===== config.mk =====
export PLATFORM = sky130hd
export DESIGN_NAME = fxp_exp_unit
export DESIGN_NICKNAME = d
export VERILOG_FILES = /design/src/rtl/fxp_exp_pkg.sv /design/src/rtl/fxp_exp_reduce.sv /design/src/rtl/fxp_exp_square.sv /design/src/rtl/fxp_exp_scale.sv /design/src/rtl/fxp_exp_unit.sv
export SDC_FILE = /design/constraint.sdc
export NUM_CORES = 1
export LEC_CHECK = 0
export BUFFER_PORTS_ARGS = -buffer_cell sky130_fd_sc_hd__clkbuf_2
export CAP_MARGIN = 10
export CORE_ASPECT_RATIO = 0.7
export CORE_MARGIN = 8
export CORE_UTILIZATION = 65
export DETAILED_ROUTE_END_ITERATION = 8
export HOLD_SLACK_MARGIN = 0.15
export PLACE_DENSITY = 0.82
export SYNTH_ARGS = -nofsm -noshare
export SYNTH_HDL_FRONTEND = slang
export SYNTH_HIERARCHICAL = 1
export SYNTH_SLANG_ARGS = --single-unit
export TNS_END_PERCENT = 30

===== constraint.sdc =====
create_clock -name clk -period 14.5 [get_ports clk]
set_clock_uncertainty 0.2 [all_clocks]
set_input_delay 2.9 -clock clk [delete_from_list [all_inputs] [get_ports clk]]
set_output_delay 2.9 -clock clk [all_outputs]
set_load 0.03 [all_outputs]

===== src/rtl/fxp_exp_pkg.sv =====
package fxp_exp_pkg;

  localparam real LN2_R = 0.6931471805599453;
  localparam real K1_R  = 0.3585;
  localparam real B1_R  = 1.353;
  localparam real B2_R  = 0.344;

  // Round a real constant to the nearest value with frac fraction bits.
  function automatic int quant(input real c, input int frac);
    return $rtoi(c * (2.0 ** frac) + 0.5);
  endfunction

endpackage


===== src/rtl/fxp_exp_reduce.sv =====
module fxp_exp_reduce #(
  parameter int W     = 16,
  parameter int LN2_Q = 177
) (
  input  logic                clk,
  input  logic                rst,
  input  logic                v_i,
  input  logic signed [W-1:0] x_i,
  output logic                v_o,
  output logic        [W-1:0] z_o,
  output logic        [W-1:0] p_o
);

  localparam logic signed [W-1:0] NEG_LN2 = W'(-LN2_Q);

  logic [W-1:0] mag;
  logic [W-1:0] quo;
  logic [W-1:0] rem;

  // Positive arguments collapse to zero; negative ones become their magnitude.
  always_comb begin
    mag = x_i[W-1] ? W'(-x_i) : '0;
    quo = mag / W'(LN2_Q);
    rem = mag - quo * W'(LN2_Q);
  end

  always_ff @(posedge clk) begin
    if (rst) begin
      v_o <= 1'b0;
      z_o <= '0;
      p_o <= '0;
    end else begin
      v_o <= v_i;
      z_o <= quo;
      p_o <= W'(0) - rem;
    end
  end

  // remainder lands in (-ln2, 0]
  assert_rem_range_R3: assert property (@(posedge clk) disable iff (rst)
    v_i |=> ($signed(p_o) <= 0 && $signed(p_o) > NEG_LN2));

endmodule


===== src/rtl/fxp_exp_square.sv =====
module fxp_exp_square #(
  parameter int W    = 16,
  parameter int B1_Q = 346
) (
  input  logic           clk,
  input  logic           rst,
  input  logic           v_i,
  input  logic [W-1:0]   z_i,
  input  logic [W-1:0]   p_i,
  output logic           v_o,
  output logic [W-1:0]   z_o,
  output logic [2*W-1:0] sq_o
);

  localparam logic [2*W-1:0] SQ_MAX = (2*W)'(B1_Q) * (2*W)'(B1_Q);

  logic [W-1:0] sum;

  always_comb begin
    sum = p_i + W'(B1_Q);
  end

  always_ff @(posedge clk) begin
    if (rst) begin
      v_o  <= 1'b0;
      z_o  <= '0;
      sq_o <= '0;
    end else begin
      v_o  <= v_i;
      z_o  <= z_i;
      sq_o <= (2*W)'(sum) * (2*W)'(sum);
    end
  end

  // since p is never positive, the square never exceeds b1 squared
  assert_sq_bound_R4: assert property (@(posedge clk) disable iff (rst)
    v_i |=> (sq_o <= SQ_MAX));

endmodule


===== src/rtl/fxp_exp_scale.sv =====
module fxp_exp_scale #(
  parameter int W      = 16,
  parameter int FRAC_W = 8,
  parameter int OW     = 10,
  parameter int K1_Q   = 92,
  parameter int B2_Q   = 88
) (
  input  logic           clk,
  input  logic           rst,
  input  logic           v_i,
  input  logic [W-1:0]   z_i,
  input  logic [2*W-1:0] sq_i,
  output logic           v_o,
  output logic [OW-1:0]  y_o
);

  logic [3*W-1:0] prod;
  logic [W-1:0]   poly;
  logic [OW-1:0]  res;

  always_comb begin
    prod = (3*W)'(K1_Q) * (3*W)'(sq_i);
    poly = W'(prod >> (2*FRAC_W)) + W'(B2_Q);
    res  = (z_i >= W'(OW)) ? '0 : OW'(poly >> z_i);
  end

  always_ff @(posedge clk) begin
    if (rst) begin
      v_o <= 1'b0;
      y_o <= '0;
    end else begin
      v_o <= v_i;
      y_o <= v_i ? res : '0;
    end
  end

  // a shift of the full output width or more leaves nothing
  assert_deep_zero_R6: assert property (@(posedge clk) disable iff (rst)
    (v_i && z_i >= W'(OW)) |=> (y_o == '0));

endmodule


===== src/rtl/fxp_exp_unit.sv =====
module fxp_exp_unit #(
  parameter int INT_W  = 7,
  parameter int FRAC_W = 8
) (
  input  logic                           clk,
  input  logic                           rst,
  input  logic                           in_valid,
  input  logic signed [INT_W+FRAC_W:0]   in_x,
  output logic                           out_valid,
  output logic        [FRAC_W+1:0]       out_y
);

  import fxp_exp_pkg::*;

  localparam int W     = 1 + INT_W + FRAC_W;
  localparam int OW    = FRAC_W + 2;
  localparam int LN2_Q = quant(LN2_R, FRAC_W);
  localparam int K1_Q  = quant(K1_R, FRAC_W);
  localparam int B1_Q  = quant(B1_R, FRAC_W);
  localparam int B2_Q  = quant(B2_R, FRAC_W);
  localparam logic [OW-1:0] TWO_Q = OW'(1) << (FRAC_W + 1);

  logic           v1, v2;
  logic [W-1:0]   z1, z2, p1;
  logic [2*W-1:0] sq2;

  fxp_exp_reduce #(.W(W), .LN2_Q(LN2_Q)) u_reduce (
    .clk(clk), .rst(rst), .v_i(in_valid), .x_i(in_x),
    .v_o(v1), .z_o(z1), .p_o(p1)
  );

  fxp_exp_square #(.W(W), .B1_Q(B1_Q)) u_square (
    .clk(clk), .rst(rst), .v_i(v1), .z_i(z1), .p_i(p1),
    .v_o(v2), .z_o(z2), .sq_o(sq2)
  );

  fxp_exp_scale #(.W(W), .FRAC_W(FRAC_W), .OW(OW), .K1_Q(K1_Q), .B2_Q(B2_Q)) u_scale (
    .clk(clk), .rst(rst), .v_i(v2), .z_i(z2), .sq_i(sq2),
    .v_o(out_valid), .y_o(out_y)
  );

  // Cycles since reset, saturating at the pipeline depth.
  logic [1:0] warm;
  always_ff @(posedge clk) begin
    if (rst) warm <= '0;
    else if (warm != 2'd3) warm <= warm + 2'd1;
  end

  // valid emerges exactly three edges after it enters
  assert_latency_R2: assert property (@(posedge clk) disable iff (rst)
    (warm == 2'd3) |-> (out_valid == $past(in_valid, 3)));

  // result stays below 2.0
  assert_out_bound_R5: assert property (@(posedge clk) disable iff (rst)
    out_valid |-> (out_y < TWO_Q));

endmodule


==> results by group, run 1 <==
Global routing
  • First-pass GRT wire length: 78400 µm
  • Largest net degree at the start of global routing: 45
  • Antenna violations before repair: 0
  • Via count of the first global-routing pass: 16300
  • Total Routing Usage GR: 27.5%
  • Residual overflow from global routing: 0

Die
  • Die Footprint: roughly 0.035 mm²
  • Chip width: 219 µm
  • Initial Utilization: roughly two thirds
  • Number of placement rows: 52
  • Core box area: around 0.029 mm²
  • Ports: 30
  • DIE HEIGHT: 158 µm

Layout
  • Area added between synthesis and finish: 5.02%
  • Number of antenna repair diodes: 0
  • Final Non-Filler Cells: roughly 2600
  • Number of nets in the layout: roughly 2700
  • Layout cell share with drive strength beyond 1: under 10%
  • Summed area of non-filler cells in the final layout: between 0.015 and 0.02 mm²
  • Fill count: 2292
  • Multi-input gate area: 0.0151 mm²
  • Area taken by flip-flops and latches: 0.00166 mm²

Placed design
  • Port bufs: 29
  • Post-detailed-placement cell area: 0.0193 mm²
  • Routability Congestion: between 0.9 and 1
  • Post-Place Cells: between 2000 and 3000
  • Final HPWL DP: ~38000 µm

Worst setup path
  • Worst setup path category: input pin to register
  • Reg-to-reg startpoint: u_reduce/p_o[1]$_SDFF_PP0_
  • Register-to-register setup slack: 6060 ps
  • CP Launch Type: input pin
  • Slowest stage cell, crit path: sky130_fd_sc_hd__or4_4
  • Worst Path Required: ~15000 ps
  • Arrival time of the worst setup path: 13750 ps
  • Cell type with the highest occurrence count on the critical path: sky130_fd_sc_hd__a21oi_1
  • Crit. End Element: register
  • Critical Path Max Stage Delay: between 600 and 700 ps
  • Start point of the critical path: in_x[3]
  • CP Max Fanout: 12

Clock tree
  • Clock Pin Slew Worst Setup and Hold Paths: 70 ps
  • Number of clock sinks: 83
  • CTS tree: yes
  • Buffer levels on the longest clock path: 2
  • CTS buffer count: 9
  • Root cell of the clock tree: sky130_fd_sc_hd__clkbuf_16
  • Latest clock arrival within the worst-skew pair: approximately 350 ps
  • H-tree level count: 3

Routing
  • Total iterations of the first detailed-routing run: 5
  • Detailed router's first-iteration violation count: approximately 1100
  • Wire length after detailed routing: 45800 µm
  • Vias per std cell: 5.93
  • Routed vias: 15600
  • Routed length per instance: 17.4 µm
  • Number of remaining DRC errors: 0
  • DRT antenna net count: 0

STA
  • Total negative slack: 0 ps
  • RSZ-0062 raised after global routing: no
  • Portion of the clock cycle consumed by the worst path in the final layout: 94.7%
  • Setup-failing EPs final: 0
  • Slew Viols, Final: 0
  • Final count of hold timing violations: 0
  • Fmax: between 0.07 and 0.08 GHz
  • Worst hold slack across all endpoints: between 200 and 250 ps
  • Actual slew at the worst max-slew pin: 887 ps
  • Slew headroom: 40.4%
  • Post-route minimum period: between 10000 and 15000 ps

Run status
  • Status: finished clean

Synthesis
  • Total standard cell area after synthesis: around 0.019 mm²
  • Gate Count Post-Synth: 2231
  • Syn_area_per_cell: 8.41 µm²
  • Yosys warning count: 6

Hold path
  • Hold Path Origin: u_reduce/z_o[0]$_SDFF_PP0_
  • Path type of the worst min-delay path: register to register

Flow run
  • Max cap viols: 0
## metrics by stage
| step | util, % | setup slack [ps] |
|---|---|---|
| after floorplan | - | 884 |
| after global placement | 67.4 | 416 |
| after detailed placement | 67.4 | 118 |
| after CTS | 68.5 | 447 |
| after global routing | 68.8 | 86.9 |
| final | 68.8 | 767 |
## state kept, by name, indices dropped and copies added (netlist names)
name           cells
u_square/sq_o     29
u_reduce/z_o       9
u_square/z_o      16
u_square/v_o       1
u_reduce/v_o       1
u_scale/y_o       10
u_reduce/p_o      16
u_scale/v_o        1
## worst max-delay path, delay by kind of cell
family | cells | cell delay [ps]
xor gates and xnor gates | 1 | 170
muxes | 2 | 790
AOI/OAI and AO/OA | 23 | 5070
buffers and inverters | 4 | 370
adders and majority gates | 5 | 1670
and+or+nand+nor | 9 | 2750
## metal layers
layer | up-vias | track usage, % | share of wire [%]
met1 | 7543 | 35.7 | 44
met3 | 88 | 5.31 | 7.2
met4 | 0 | 7.61 | 2.6
li1 | 7452 | - | -
met5 | - | 0 | 0
met2 | 550 | 46.4 | 46
## placed cells by master, fill, tap and decap left out, types with 9 or more instances in the layout
cell / n
sky130_fd_sc_hd__clkbuf_2: 29
sky130_fd_sc_hd__o21bai_1: 11
sky130_fd_sc_hd__nor3_1: 34
sky130_fd_sc_hd__nand3_1: 35
sky130_fd_sc_hd__fa_1: 234
sky130_fd_sc_hd__o31ai_1: 11
sky130_fd_sc_hd__nor2_1: 173
sky130_fd_sc_hd__inv_1: 424
sky130_fd_sc_hd__o211ai_1: 17
sky130_fd_sc_hd__o21ai_1: 11
sky130_fd_sc_hd__nor2b_1: 38
sky130_fd_sc_hd__o21a_1: 17
sky130_fd_sc_hd__nand2_1: 165
sky130_fd_sc_hd__o21ai_0: 58
sky130_fd_sc_hd__ha_1: 211
sky130_fd_sc_hd__nand4_1: 21
sky130_fd_sc_hd__a21o_1: 24
sky130_fd_sc_hd__nand2b_1: 9
sky130_fd_sc_hd__and3_1: 21
sky130_fd_sc_hd__clkbuf_16: 9
sky130_fd_sc_hd__and4_1: 10
sky130_fd_sc_hd__xor2_1: 22
sky130_fd_sc_hd__a21oi_1: 102
sky130_fd_sc_hd__nor4_1: 13
sky130_fd_sc_hd__inv_2: 13
sky130_fd_sc_hd__or3_1: 17
sky130_fd_sc_hd__xnor2_1: 79
sky130_fd_sc_hd__a211oi_1: 13
sky130_fd_sc_hd__dfxtp_1: 83
sky130_fd_sc_hd__mux2i_1: 13
sky130_fd_sc_hd__buf_4: 43
sky130_fd_sc_hd__and2_1: 31
sky130_fd_sc_hd__a31oi_1: 12
## what timing repair did
| action | in CTS | in global routing |
|---|---|---|
| gates resized for setup | 0 | 11 |
| buffers inserted | 0 | 4 |
| hold buffers | 0 | 0 |
| setup endpoints to repair | 0 | 3 |
## final timing paths
| check | endpoint | depth (start not counted) |
|---|---|---|
| worst max-delay path | u_reduce/p_o[14]$_SDFF_PP0_ | 44 |
| worst max register to register | u_square/sq_o[28]$_SDFF_PP0_ | 22 |
| worst min-delay path | u_square/z_o[0]$_SDFF_PP0_ | 1 |
| worst min register to register | u_square/z_o[0]$_SDFF_PP0_ | 1 |
## layout make-up
type | count | area share (%)
clock buffers | 9 | 1.14
repair buffers | 72 | 2.38
well taps | 378 | 2.40
inverters | 443 | 8.46
multi-input cells | 1644 | 76.8
clock inverters | 7 | 0.387
flip-flops and latches | 83 | 8.43
Power of run 1 is left out: the tool's default activity adds up to more than one toggle a clock period on the data nets, which glitch-free logic cannot reach.
==> run 2: changes to the inputs <==
==> constraint.sdc (replaced) <==
create_clock -name clk -period 17.75 [get_ports clk]
set_clock_uncertainty 0.2 [all_clocks]
set_input_delay 3.55 -clock clk [delete_from_list [all_inputs] [get_ports clk]]
set_output_delay 3.55 -clock clk [all_outputs]
set_load 0.03 [all_outputs]
==> run 2 against run 1 <==
- first-iteration DRC count is 35% higher
- count of clock-buffer cells in the layout unchanged
- setup slack better by 940 ps
- cell count shrank 1.3%
- wire length down 0.95%
- non-clock buffer count shrank 32
- design area down 1.6%
- sequential cell count unchanged
- critical path depth is 5 higher
- critical endpoint is now u_reduce/p_o[15]$_SDFF_PP0_
- largest cell class unchanged
- highest routed layer unchanged
==> results by group, run 2 (synthesis results as in run 1) <==
Clock tree
  • Number of clock sinks: 83 (unchanged)
  • Buffer levels on the longest clock path: 2 (unchanged)
  • Root cell of the clock tree: sky130_fd_sc_hd__clkbuf_16
  • Count of hold-fix buffers inserted at cts: 0 (unchanged)
  • H-tree level count: 3 (unchanged)
  • Latest clock arrival within the worst-skew pair: 350 ps (about the same)
  • CTS buffer count: 9 (unchanged)
  • Clock Pin Slew Worst Setup and Hold Paths: 80 ps (about the same)
  • CTS tree: yes
  • Number of post-CTS setup repair buffers: 0 (unchanged)
  • Gates resized, CTS repair: 0 (unchanged)

Layout
  • Most frequent cells in the layout: sky130_fd_sc_hd__inv_1, sky130_fd_sc_hd__fa_1, sky130_fd_sc_hd__ha_1, sky130_fd_sc_hd__nor2_1, sky130_fd_sc_hd__nand2_1
  • Register containing the most flip-flops in the final layout: u_square/sq_o
  • Area added between synthesis and finish: 3.39%
  • Largest registers: u_square/sq_o: 29 flops, u_reduce/p_o: 16 flops, u_square/z_o: 16 flops
  • Fill count: 2330 (+1.7%)
  • Number of nets in the layout: 2684 (-1.2%)
  • Largest register FFs: 29 (unchanged)
  • Layout cell share with drive strength beyond 1: 8.04% (-1.7 points)
  • Number of antenna repair diodes: 0 (unchanged)
  • Most common library cell in the layout ignoring fill and taps: sky130_fd_sc_hd__inv_1

Die
  • Number of placement rows: 52 (unchanged)
  • Die Footprint: 0.0346 mm² (unchanged)
  • Chip width: 219 µm (unchanged)
  • Core box area: 0.0286 mm² (unchanged)
  • Initial Utilization: 65.5% (unchanged)
  • DIE HEIGHT: 158 µm (unchanged)
  • Ports: 30 (unchanged)

Run status
  • Status: finished clean

Global routing
  • Total Routing Usage GR: 27.4% (-0.069 points)
  • First-pass GRT wire length: 78400 µm (about the same)
  • Antenna violations before repair: 0 (unchanged)
  • Largest net degree at the start of global routing: 47 (+4.4%)
  • Residual overflow from global routing: 0 (unchanged)
  • Via count of the first global-routing pass: 16200 (-0.25%)

Worst setup path
  • Start point of the critical path: in_x[0]
  • Slowest stage cell, crit path: sky130_fd_sc_hd__mux2i_1
  • Worst Path Required: 17770 ps (+3250 ps)
  • Crit. End Element: register
  • Worst setup path category: input pin to register
  • Reg-to-reg startpoint: u_reduce/p_o[1]$_SDFF_PP0_
  • CP Max Fanout: 12 (unchanged)
  • Path depth of the worst reg2reg path: 24 (+9.1%)
  • Register-to-register setup slack: 9170 ps (+3110 ps)
  • Critical Path Max Stage Delay: 600 ps (-60 ps)
  • Arrival time of the worst setup path: 16060 ps (+2310 ps)
  • Worst setup path end: u_reduce/p_o[15]$_SDFF_PP0_
  • CP Launch Type: input pin
  • Worst r2r dst: u_square/sq_o[25]$_SDFF_PP0_

Placed design
  • Worst setup slack before clock tree synthesis: 1590 ps (+1470 ps)
  • Final HPWL DP: 37700 µm (-0.99%)
  • Port bufs: 29 (unchanged)
  • Routability Congestion: 0.959 (+2.1%)

STA
  • Setup-failing EPs final: 0 (unchanged)
  • Slew Viols, Final: 0 (unchanged)
  • Final count of hold timing violations: 0 (unchanged)
  • Worst Slack Setup Final: 1710 ps (+944 ps)
  • RSZ-0062 raised after global routing: no
  • Total negative slack: 0 ps (unchanged)
  • Portion of the clock cycle consumed by the worst path in the final layout: 90.4%
  • Fmax: 0.0623 GHz
  • Actual slew at the worst max-slew pin: 1240 ps (+349 ps)
  • Slew headroom: 17.3% (-23 points)
  • Post-route minimum period: 16040 ps

Routing
  • Wire length after detailed routing: 45300 µm (-0.95%)
  • Routed length per instance: 17.4 µm (+0.30%)
  • Total iterations of the first detailed-routing run: 7 (+2)
  • Routed vias: 15600 (-0.40%)
  • Number of remaining DRC errors: 0 (unchanged)
  • Detailed router's first-iteration violation count: 1429 (+35%)
  • DRT antenna net count: 0 (unchanged)
  • Vias per std cell: 5.98 (+0.87%)

Hold path
  • Path type of the worst min-delay path: register to register

Flow run
  • Max cap viols: 0 (unchanged)
[run 2: cell count changes in the layout (fill, tap and decap cells not counted), moves of 2 or more]
cell	delta
sky130_fd_sc_hd__a21oi_1	+2
sky130_fd_sc_hd__a21oi_2	-2
sky130_fd_sc_hd__buf_4	-32
sky130_fd_sc_hd__o21ai_2	-2
[run 2: metrics by stage]
stage               util [%]  hold slack [ps]  cell area, µm²  std cells
floorplan                  -              214           18800       2237
global placement        66.7              217           19100       2587
finish                  67.7              245           19400       2603
global route            67.7              260           19400       2603
detailed placement      66.7              224           19100       2587
CTS                     67.7              252           19400       2603
[run 2: final cells by class]
type | instances | area, µm² | area share [%]
inverter | 443 | 1670 | 8.59
clock buffer | 9 | 225 | 1.16
timing repair buffer | 40 | 228 | 1.17
tap | 378 | 473 | 2.44
clock inverter | 7 | 81.3 | 0.419
multi-input combinational | 1643 | 15100 | 77.6
sequential | 83 | 1660 | 8.57
[run 2: critical path: cells and delay by family]
kind            cells  cell delay (ps)
compound gates     21             5270
mux                 5             2330
simple gates        9             2130
fa+ha+maj           7             2070
buf+inv             6              540
xor+xnor            1              140
[run 2: how the worst min path moves through the flow]
stage                               startpoint                         end  slack (ps)  cells past startpoint
floorplan              u_reduce/v_o$_SDFF_PP0_     u_square/v_o$_SDFF_PP0_         210                      1
global route        u_reduce/z_o[6]$_SDFF_PP0_  u_square/z_o[6]$_SDFF_PP0_         260                      1
CTS                 u_reduce/z_o[6]$_SDFF_PP0_  u_square/z_o[6]$_SDFF_PP0_         250                      1
detailed placement  u_reduce/z_o[1]$_SDFF_PP0_  u_square/z_o[1]$_SDFF_PP0_         220                      1
global placement       u_reduce/v_o$_SDFF_PP0_     u_square/v_o$_SDFF_PP0_         220                      1
finish              u_reduce/z_o[6]$_SDFF_PP0_  u_square/z_o[6]$_SDFF_PP0_         250                      1
[run 2: per-layer routing]
| metal | routed length [µm] | part of all wire [%] | GRT usage, % | vias up |
|---|---|---|---|---|
| li1 | - | - | - | 7383 |
| met1 | 20200 | 44 | 36.3 | 7533 |
| met2 | 21200 | 47 | 46.2 | 583 |
| met3 | 3220 | 7.1 | 5.25 | 72 |
| met4 | 756 | 1.7 | 6.05 | 0 |
| met5 | 0 | 0 | 0 | - |
Power of run 2 is left out for the same reason.
